--- src/rtl/tmr_pkg.sv ---
package tmr_pkg;
  localparam int PS_EXP_W = 3;

  typedef struct packed {
    logic                casc;
    logic [PS_EXP_W-1:0] ps_exp;
    logic                ps_en;
    logic                cmp_en;
    logic                pulse;
    logic                reload;
    logic                run;
  } tmr_ctrl_t;

  localparam int CTRL_W   = $bits(tmr_ctrl_t);
  localparam int N_TMR    = 2;
  localparam int OFS_CTRL = 0;
  localparam int OFS_LOAD = 1;
  localparam int OFS_CMP  = 2;
  localparam int OFS_CNT  = 3;
  localparam int STRIDE   = 4;
  localparam int A_SNAP   = 8;
  localparam int A_IRQ    = 9;
endpackage

--- src/rtl/tmr_prescaler.sv ---
module tmr_prescaler #(
  parameter int EXP_W = 3
) (
  input  logic             clk,
  input  logic             rst,
  input  logic             en,
  input  logic             clr,
  input  logic             ps_en,
  input  logic [EXP_W-1:0] ps_exp,
  output logic             tick
);
  localparam int DIV_W = 2 ** EXP_W;

  logic [DIV_W-1:0] div_q;
  logic [DIV_W-1:0] limit;
  logic [EXP_W-1:0] sh;

  assign sh    = EXP_W'(DIV_W - 1) - ps_exp;
  assign limit = {DIV_W{1'b1}} >> sh;
  assign tick  = en & (~ps_en | (div_q == limit));

  always_ff @(posedge clk) begin
    if (rst || clr || !en || !ps_en) div_q <= '0;
    else if (div_q == limit)         div_q <= '0;
    else                             div_q <= div_q + DIV_W'(1);
  end

  // divided ticks are never back to back while the setting is unchanged
  assert_tick_gap_R4: assert property (@(posedge clk) disable iff (rst)
    (tick && ps_en && !clr) |=> !tick);
endmodule

--- src/rtl/tmr_core.sv ---
module tmr_core #(
  parameter int CNT_W = 32
) (
  input  logic             clk,
  input  logic             rst,
  input  logic             tick,
  input  logic             wr_cnt,
  input  logic [CNT_W-1:0] wr_val,
  input  logic [CNT_W-1:0] load_val,
  input  logic [CNT_W-1:0] cmp_val,
  input  logic             reload,
  input  logic             pulse,
  input  logic             cmp_en,
  output logic [CNT_W-1:0] cnt,
  output logic             pwm,
  output logic             ovf
);
  localparam logic [CNT_W-1:0] CNT_MAX = '1;

  logic eff, at_max, cmp_hit;

  assign eff     = tick & ~wr_cnt;
  assign at_max  = (cnt == CNT_MAX);
  assign ovf     = eff & at_max;
  assign cmp_hit = cmp_en & ~at_max & (cnt == cmp_val);

  always_ff @(posedge clk) begin
    if (rst) begin
      cnt <= '0;
      pwm <= 1'b0;
    end else begin
      if (wr_cnt)      cnt <= wr_val;
      else if (tick)   cnt <= at_max ? (reload ? load_val : '0) : cnt + CNT_W'(1);
      if (eff) begin
        if (pulse)                  pwm <= at_max;
        else if (at_max || cmp_hit) pwm <= ~pwm;
      end
    end
  end

  assert_step_R3: assert property (@(posedge clk) disable iff (rst)
    (tick && !wr_cnt && !at_max) |=> (cnt == $past(cnt) + CNT_W'(1)));
  assert_hold_R3: assert property (@(posedge clk) disable iff (rst)
    (!tick && !wr_cnt) |=> ($stable(cnt) && $stable(pwm)));
  assert_wrap_R5: assert property (@(posedge clk) disable iff (rst)
    (tick && !wr_cnt && at_max) |=> (cnt == ($past(reload) ? $past(load_val) : '0)));
  assert_pulse_low_R7: assert property (@(posedge clk) disable iff (rst)
    (pulse && tick && !wr_cnt && !at_max) |=> !pwm);
endmodule

--- src/rtl/cascade_timer_pair.sv ---
module cascade_timer_pair
  import tmr_pkg::*;
#(
  parameter int CNT_W  = 32,
  parameter int ADDR_W = 4
) (
  input  logic              clk,
  input  logic              rst,
  input  logic              reg_wr,
  input  logic              reg_rd,
  input  logic [ADDR_W-1:0] reg_addr,
  input  logic [CNT_W-1:0]  reg_wdata,
  output logic [CNT_W-1:0]  reg_rdata,
  output logic              irq_lo,
  output logic              irq_hi,
  output logic              pwm_lo,
  output logic              pwm_hi
);
  localparam logic [CNT_W-1:0] CNT_MAX = '1;

  tmr_ctrl_t         ctrl_q [N_TMR];
  logic [CNT_W-1:0]  load_q [N_TMR];
  logic [CNT_W-1:0]  cmp_q  [N_TMR];
  logic [CNT_W-1:0]  cnt    [N_TMR];
  logic [CNT_W-1:0]  shadow_q, rdata_q, rd_mux;
  logic [N_TMR-1:0]  flag_q, tick, ovf, pwm, ps_tick;
  logic [N_TMR-1:0]  wr_ctrl, wr_load, wr_cmp, wr_cnt, irq_clr;
  logic              pwm0_q, lo_rise, wr_irq, rd_lo_cnt;

  assign lo_rise   = pwm[0] & ~pwm0_q;
  assign wr_irq    = reg_wr && (reg_addr == ADDR_W'(A_IRQ));
  assign irq_clr   = wr_irq ? reg_wdata[N_TMR-1:0] : '0;
  assign rd_lo_cnt = reg_rd && (reg_addr == ADDR_W'(OFS_CNT));

  for (genvar i = 0; i < N_TMR; i++) begin : g_tmr
    assign wr_ctrl[i] = reg_wr && (reg_addr == ADDR_W'(STRIDE*i + OFS_CTRL));
    assign wr_load[i] = reg_wr && (reg_addr == ADDR_W'(STRIDE*i + OFS_LOAD));
    assign wr_cmp[i]  = reg_wr && (reg_addr == ADDR_W'(STRIDE*i + OFS_CMP));
    assign wr_cnt[i]  = reg_wr && (reg_addr == ADDR_W'(STRIDE*i + OFS_CNT));

    tmr_prescaler #(.EXP_W(PS_EXP_W)) u_ps (
      .clk    (clk),
      .rst    (rst),
      .en     (ctrl_q[i].run),
      .clr    (wr_ctrl[i]),
      .ps_en  (ctrl_q[i].ps_en),
      .ps_exp (ctrl_q[i].ps_exp),
      .tick   (ps_tick[i])
    );

    if (i == 0) begin : g_src
      assign tick[i] = ctrl_q[i].run & ps_tick[i];
    end else begin : g_src
      assign tick[i] = ctrl_q[i].run & (ctrl_q[i].casc ? lo_rise : ps_tick[i]);
    end

    tmr_core #(.CNT_W(CNT_W)) u_core (
      .clk      (clk),
      .rst      (rst),
      .tick     (tick[i]),
      .wr_cnt   (wr_cnt[i]),
      .wr_val   (reg_wdata),
      .load_val (load_q[i]),
      .cmp_val  (cmp_q[i]),
      .reload   (ctrl_q[i].reload),
      .pulse    (ctrl_q[i].pulse),
      .cmp_en   (ctrl_q[i].cmp_en),
      .cnt      (cnt[i]),
      .pwm      (pwm[i]),
      .ovf      (ovf[i])
    );
  end

  always_comb begin
    rd_mux = '0;
    for (int i = 0; i < N_TMR; i++) begin
      if (reg_addr == ADDR_W'(STRIDE*i + OFS_CTRL)) rd_mux = CNT_W'(ctrl_q[i]);
      if (reg_addr == ADDR_W'(STRIDE*i + OFS_LOAD)) rd_mux = load_q[i];
      if (reg_addr == ADDR_W'(STRIDE*i + OFS_CMP))  rd_mux = cmp_q[i];
      if (reg_addr == ADDR_W'(STRIDE*i + OFS_CNT))  rd_mux = cnt[i];
    end
    if (reg_addr == ADDR_W'(A_SNAP)) rd_mux = shadow_q;
    if (reg_addr == ADDR_W'(A_IRQ))  rd_mux = CNT_W'(flag_q);
  end

  always_ff @(posedge clk) begin
    if (rst) begin
      for (int i = 0; i < N_TMR; i++) begin
        ctrl_q[i] <= '0;
        load_q[i] <= '0;
        cmp_q[i]  <= '0;
      end
      flag_q   <= '0;
      shadow_q <= '0;
      rdata_q  <= '0;
      pwm0_q   <= 1'b0;
    end else begin
      for (int i = 0; i < N_TMR; i++) begin
        if (wr_ctrl[i]) begin
          ctrl_q[i] <= tmr_ctrl_t'(reg_wdata[CTRL_W-1:0]);
          if (i == 0) ctrl_q[i].casc <= 1'b0;
        end else if (ovf[i] && !ctrl_q[i].reload) begin
          ctrl_q[i].run <= 1'b0;
        end
        if (wr_load[i]) load_q[i] <= reg_wdata;
        if (wr_cmp[i])  cmp_q[i]  <= reg_wdata;
      end
      flag_q <= (flag_q & ~irq_clr) | ovf;
      pwm0_q <= pwm[0];
      if (reg_rd)    rdata_q  <= rd_mux;
      if (rd_lo_cnt) shadow_q <= cnt[1];
    end
  end

  assign reg_rdata = rdata_q;
  assign irq_lo    = flag_q[0];
  assign irq_hi    = flag_q[1];
  assign pwm_lo    = pwm[0];
  assign pwm_hi    = pwm[1];

  assert_read_lat_R2: assert property (@(posedge clk) disable iff (rst)
    rd_lo_cnt |=> (reg_rdata == $past(cnt[0])));
  assert_snap_R10: assert property (@(posedge clk) disable iff (rst)
    rd_lo_cnt |=> (shadow_q == $past(cnt[1])));
  assert_casc_idle_R8: assert property (@(posedge clk) disable iff (rst)
    (ctrl_q[1].casc && !lo_rise && !wr_cnt[1]) |=> $stable(cnt[1]));
  assert_casc_step_R8: assert property (@(posedge clk) disable iff (rst)
    (ctrl_q[1].casc && !wr_cnt[1] && cnt[1] != CNT_MAX) |=> ((cnt[1] - $past(cnt[1])) <= CNT_W'(1)));
  assert_flag_sticky_lo_R9: assert property (@(posedge clk) disable iff (rst)
    (irq_lo && !irq_clr[0]) |=> irq_lo);
  assert_flag_sticky_hi_R9: assert property (@(posedge clk) disable iff (rst)
    (irq_hi && !irq_clr[1]) |=> irq_hi);
  assert_lo_no_casc_R8: assert property (@(posedge clk) disable iff (rst)
    !ctrl_q[0].casc);
endmodule

--- config.mk ---
export PLATFORM = sky130hd
export DESIGN_NAME = cascade_timer_pair
export DESIGN_NICKNAME = d
export VERILOG_FILES = /design/src/rtl/tmr_pkg.sv /design/src/rtl/tmr_prescaler.sv /design/src/rtl/tmr_core.sv /design/src/rtl/cascade_timer_pair.sv
export SDC_FILE = /design/constraint.sdc
export NUM_CORES = 1
export LEC_CHECK = 0
export ABC_CLOCK_PERIOD_IN_PS = 3400
export BUFFER_PORTS_ARGS = -buffer_cell sky130_fd_sc_hd__buf_4
export CAP_MARGIN = 20
export CORE_AREA = 4 4 303 156
export CTS_CLUSTER_DIAMETER = 30
export DETAILED_ROUTE_END_ITERATION = 10
export DIE_AREA = 0 0 307 160
export HOLD_SLACK_MARGIN = 0.06
export PLACE_DENSITY = 0.49
export SYNTH_ARGS = -nofsm -noshare
export SYNTH_HDL_FRONTEND = slang
export SYNTH_SLANG_ARGS = --single-unit
--- constraint.sdc ---
create_clock -name clk -period 3.4 [get_ports clk]
set_clock_uncertainty 0.05 [all_clocks]
set_input_delay 0.68 -clock clk [delete_from_list [all_inputs] [get_ports clk]]
set_output_delay 0.68 -clock clk [all_outputs]
set_load 0.01 [all_outputs]
==> results of run 1 <==
## registers in the layout, summed over array words and instances (netlist names)
name	cells
cmp_q	64
g_tmr.u_core.cnt	64
load_q	64
reg_rdata	32
shadow_q	32
ctrl_q	18
g_tmr.u_ps.div_q	16
flag_q	2
g_tmr.u_core.pwm	2
pwm0_q	1
## stage by stage
step	power (mW)	worst slack, ns
after CTS	10.2	0.335
after detailed placement	4.90	0.370
after global placement	4.90	0.346
after global routing	10.4	0.0889
after floorplan	4.45	0.556
final	10.1	0.217
## final timing paths
kind,start,to,slack [ns],depth (start not counted)
hold reg to reg,shadow_q[8],shadow_q[8],0.40,2
setup reg to reg,g_tmr[1].u_core.cnt[20],g_tmr[1].u_core.cnt[6],0.22,6
setup / recovery,g_tmr[1].u_core.cnt[20],g_tmr[1].u_core.cnt[6],0.22,6
hold / removal,reg_wdata[6],g_tmr[0].u_core.cnt[6],0.38,3
## area by class of cell
cell class | count | area share
inverters | 15 | 0.00300
flip-flops and latches | 295 | 0.392
well taps | 598 | 0.0399
clock buffers | 56 | 0.0713
clock inverters | 39 | 0.0222
multi-input cells | 1153 | 0.404
diodes | 1 | 0.000133
repair buffers | 166 | 0.0671
## worst min-delay path, delay by kind of cell
kind | cells | cell delay [ns]
and+or+nand+nor | 1 | 0.07
buffers and inverters | 1 | 0.16
AOI/OAI and AO/OA | 1 | 0.05
## kinds of logic (layout without fill, tap and decap cells)
logic type | after synthesis | in the layout | synth area share
AOI/OAI and AO/OA | 419 | 419 | 0.196
xor gates and xnor gates | 95 | 95 | 0.0535
adders and majority gates | 4 | 4 | 0.00322
buffers and inverters | 169 | 276 | 0.0431
DFF | 295 | 295 | 0.473
muxes | 46 | 46 | 0.0377
other | 0 | 1 | 0
and+or+nand+nor | 589 | 589 | 0.193
## where the power goes
part,switching [mW],internal [mW]
logic,0.530,0.285
registers,0.182,3.88
clock network,2.16,3.11
total,2.87,7.27
## routing by layer
layer	routed length (um)	track usage	share of wire
met1	33600	0.432	0.51
met2	20700	0.269	0.31
met3	11200	0.157	0.17
met4	427	0.0306	0.0065
met5	57	0.00872	0.00086
## cells in the final DEF, fill, tap and decap left out, types with 30 or more instances in the layout
| master | instances |
|---|---|
| clkbuf_16 | 52 |
| nor3_1 | 38 |
| a21oi_1 | 78 |
| dfxtp_1 | 150 |
| mux2_2 | 30 |
| edfxtp_1 | 145 |
| nor2_1 | 120 |
| buf_4 | 165 |
| a211oi_1 | 40 |
| and2_1 | 69 |
| a221oi_1 | 52 |
| o21ai_0 | 59 |
| nand2_1 | 146 |
| xor2_1 | 52 |
| a22o_1 | 30 |
| nand3_1 | 52 |
| xnor2_1 | 43 |
==> impl_metrics.py, run 1 <==
metrics = {
    "synth": {
        "ys_seq_area_frac": 0.473,
        "syn_area_per_cell_um2": 9.61,
        "post-synth-top-area-fraction": 0.280,
        "synth_seq_cells": 295,
        "ys_warn_count": 0,
        "ys_types": 71,
        "ys.flop_type": "dfxtp_1",
        "syn_area_um2": 15500,
        "yosys-top-cells-count": "150 x dfxtp_1, 146 x nand2_1, 145 x edfxtp_1",
        "synthTopCellsByArea": "edfxtp_1 28%, dfxtp_1 19%, nand2_1 3.5%",
        "syn_inst": 1617,
        "synth_nets": 1661,
        "synth-edff-count": 145,
        "synth.most_common_cell": "dfxtp_1",
        "synth_top_area_cell": "edfxtp_1",
        "async_flop_share": 0,
    },
    "detailed_routing": {
        "ant_nets": 0,
        "avgViaCountPerCell": 5.97,
        "dr.pass1.iters": 5,
        "dr.first_iter.drc_count": 1808,
        "drt_wl_total_um": 66000,
        "num_vias": 13869,
        "routedWlPerCell_um": 28.4,
        "drc_errors": 0,
    },
    "finish": {
        "area_delta_synth_final_pct": 20.6,
        "finalNetCount": 1726,
        "multiInputGateArea_um2": 7570,
        "final_cell_area_um2": 18700,
        "fillers": 4321,
        "final_core_util": 0.420,
        "drive_gt1_frac": 0.189,
        "layout.cells.non_filler": 2323,
        "seq_area_um2": 7360,
    },
    "critical_path": {
        "cp.arrival_ns": 3.52,
        "startpoint_type": "flop",
        "end_kind": "flop",
        "worst_path_largest_cell_delay_ns": 0.74,
        "crit_buf_inv": 0,
        "critPathRequiredTime_ns": 3.73,
        "slowest_stage": "a2111oi_0",
        "crit_family": "simple AND/OR/NAND/NOR gates",
        "crit_type": "flop to flop",
        "cp_max_fo": 9,
        "path_cells": "and4_1 -> nand4_1 -> nor2_1 -> and3_1 -> a21oi_1 -> a2111oi_0",
    },
    "grt": {
        "grt_pass1_wl_um": 94000,
        "antenna_found_initial": 3,
        "grt_pass1_vias": 12681,
        "grt_usage": 0.261,
        "gr-total-overflow": 0,
        "grt_start_max_net_pins": 53,
    },
    "placed_design": {
        "dp.cells": 2227,
        "port_buffers": 75,
        "placed_cell_area_um2": 17000,
        "dpl.hpwl_um": 49200,
        "gp_congestion": 0.940,
    },
    "floorplanning": {
        "row_count": 55,
        "die_area_um2": 49100,
        "start_util": 0.348,
        "die_h_um": 160,
        "die_w_um": 307,
        "coreArea_um2": 44700,
        "io_pins": 76,
    },
    "power": {
        "powerDensity_nw_per_um2": 541,
        "vdd_drop_max_v": 0.000353,
        "leakage_nw": 6.62,
    },
    "timing": {
        "fmax_mhz": 314,
        "final.setup.tns_ns": 0,
        "fin_hold_ws_ns": 0.381,
        "slew_headroom": 0.381,
        "rsz0062_at_grt": "false",
        "worst_pin_slew_ns": 0.925,
        "finalHoldViolCount": 0,
        "period_share": 0.936,
        "fin_crit_ns": 3.18,
        "finalSetupViolCount": 0,
        "maxSlewViolCount": 0,
    },
    "clock_tree": {
        "cts_resized": 0,
        "clock-root-buffer": "clkbuf_16",
        "cts_buffer_depth": 3,
        "clk_latency_ns": 0.58,
        "clkTransAtPathRegs_ns": 0.06,
        "holdBufCountCts": 0,
        "numCtsBuffers": 51,
        "postCtsSetupBuffers": 0,
        "cts_tree": "built",
        "ctsHtreeMaxLevel": 2,
        "cts_sinks": 295,
    },
    "status": {
        "status": "finished clean",
    },
    "hold_path": {
        "min_path_type": "input port to flop",
    },
    "flow_run": {
        "cap_violations": 0,
    },
}
No activity file was read; power rests on OpenSTA's default activity.
==> run 2: changes to the inputs <==
BUFFER_PORTS_ARGS = -buffer_cell sky130_fd_sc_hd__buf_2   (was -buffer_cell sky130_fd_sc_hd__buf_4)
==> impl_metrics.py, run 2 (synthesis results as in run 1) <==
metrics = {
    "timing": {
        "final.setup.tns_ns": 0,
        "finalHoldViolCount": 0,
        "slew_headroom": 0.296,
        "period_share": 0.962,
        "fmax_mhz": 306,
        "rsz0062_at_grt": "false",
        "fin_crit_ns": 3.27,
        "worst_pin_slew_ns": 1.05,
        "maxSlewViolCount": 0,
        "finalSetupViolCount": 0,
    },
    "critical_path": {
        "startpoint_type": "flop",
        "slowest_stage": "a2111oi_0",
        "worstSetupStartpoint": "g_tmr[1].u_core.cnt[15]",
        "cp_max_fo": 7,
        "rr_startpoint": "g_tmr[1].u_core.cnt[15]",
        "crit_family": "simple AND/OR/NAND/NOR gates",
        "cp.arrival_ns": 3.62,
        "crit_buf_inv": 0,
        "crit_type": "flop to flop",
        "worst_path_largest_cell_delay_ns": 0.76,
        "critPathRequiredTime_ns": 3.76,
        "end_kind": "flop",
        "path_cells": "and4_1 -> nand4_1 -> nor2_1 -> and3_1 -> a21oi_1 -> a2111oi_0",
    },
    "detailed_routing": {
        "dr.pass1.iters": 5,
        "dr.first_iter.drc_count": 1998,
        "num_vias": 14202,
        "met1_length_um": 33400,
        "ant_nets": 0,
        "drc_errors": 0,
        "avgViaCountPerCell": 6.04,
        "drt_wl_total_um": 67300,
        "wl_met3_um": 12500,
        "top_layer": "met5",
        "routedWlPerCell_um": 28.6,
        "met2WireLength_um": 20700,
    },
    "finish": {
        "final_common_cell": "dfxtp_1",
        "layout_common_cells": "150 x dfxtp_1, 146 x nand2_1, 145 x edfxtp_1, 120 x nor2_1, 105 x buf_4",
        "reg.largest.list": "cmp_q (64), g_tmr.u_core.cnt (64), load_q (64)",
        "finalNetCount": 1749,
        "layout.cells.non_filler": 2350,
        "area_delta_synth_final_pct": 21.5,
        "fillers": 4335,
        "drive_gt1_frac": 0.200,
        "final_core_util": 0.423,
        "multiInputGateArea_um2": 7570,
        "seq_area_um2": 7360,
    },
    "clock_tree": {
        "cts_sinks": 295,
        "cts_tree": "built",
        "clock-root-buffer": "clkbuf_16",
        "cts_buffer_depth": 3,
        "postCtsSetupBuffers": 0,
        "numCtsBuffers": 57,
        "ctsHtreeMaxLevel": 2,
        "clk_latency_ns": 0.61,
        "clkTransAtPathRegs_ns": 0.06,
        "cts_resized": 0,
        "holdBufCountCts": 0,
    },
    "floorplanning": {
        "die_h_um": 160,
        "row_count": 55,
        "die_w_um": 307,
        "coreArea_um2": 44700,
        "die_area_um2": 49100,
        "start_util": 0.348,
        "io_pins": 76,
    },
    "power": {
        "power.switching_mw": 2.92,
        "pwr-share-clk": 0.538,
        "leakage_nw": 6.76,
        "power.total_mw": 10.6,
        "pwr-share-comb": 0.077,
        "switching_share": 0.277,
        "powerDensity_nw_per_um2": 560,
        "vdd_drop_max_v": 0.000336,
        "power_frac_seq": 0.385,
        "p_int_mw": 7.65,
    },
    "grt": {
        "grt_pass1_wl_um": 94600,
        "gr-total-overflow": 0,
        "grt_start_max_net_pins": 56,
        "antenna_found_initial": 5,
        "grt_usage": 0.266,
        "grt_pass1_vias": 12735,
    },
    "status": {
        "status": "finished clean",
    },
    "hold_path": {
        "min-delay-start": "reg_wdata[17]",
        "min_path_type": "input port to flop",
    },
    "placed_design": {
        "dpl.hpwl_um": 50300,
        "gp_congestion": 0.943,
        "port_buffers": 75,
        "dp.cells": 2244,
    },
    "flow_run": {
        "cap_violations": 0,
    },
}
-- run 2: worst register-to-register path, cell delays in order (launching register included) --
cell	delay, ns
dfxtp_1	0.55
and4_1	0.40
nand4_1	0.25
nor2_1	0.46
and3_1	0.51
a21oi_1	0.12
a2111oi_0	0.76
-- run 2: through the flow --
stage                     area, um2  setup WS, ns  hold WS [ns]
after global placement        17000         0.240         0.391
after floorplan               15500         0.556         0.383
final                         18900         0.130         0.389
after CTS                     18900         0.285         0.360
after global routing          18900         0.147         0.390
after detailed placement      17000         0.257         0.395
-- run 2: final timing paths --
path | cells past startpoint | to | slack, ns
min | 2 | load_q[0][17] | 0.39
max reg2reg | 6 | g_tmr[1].u_core.cnt[6] | 0.13
max | 6 | g_tmr[1].u_core.cnt[6] | 0.13
min reg2reg | 2 | shadow_q[5] | 0.40
-- run 2: power by group through the flow --
stage	clock network [mW]	logic, mW	registers [mW]
global placement	0	0.778	4.13
global route	5.96	0.850	4.07
CTS	5.77	0.779	4.05
detailed placement	0	0.776	4.12
finish	5.69	0.811	4.07
floorplan	0	0.430	4.02
-- run 2: area by class of cell --
type | instances | area share
Multi-Input combinational cell | 1153 | 0.401
Sequential cell | 295 | 0.390
Clock buffer | 62 | 0.0771
Timing Repair Buffer | 183 | 0.0656
Tap cell | 598 | 0.0396
Clock inverter | 43 | 0.0241
Inverter | 15 | 0.00298
Antenna cell | 1 | 0.000133
-- run 2: layer usage --
metal  global-route usage  vias to the layer above
li1                     -                     6296
met1                0.445                     6857
met2                0.266                      992
met3                0.157                       55
met4               0.0394                        2
met5                    0                        -
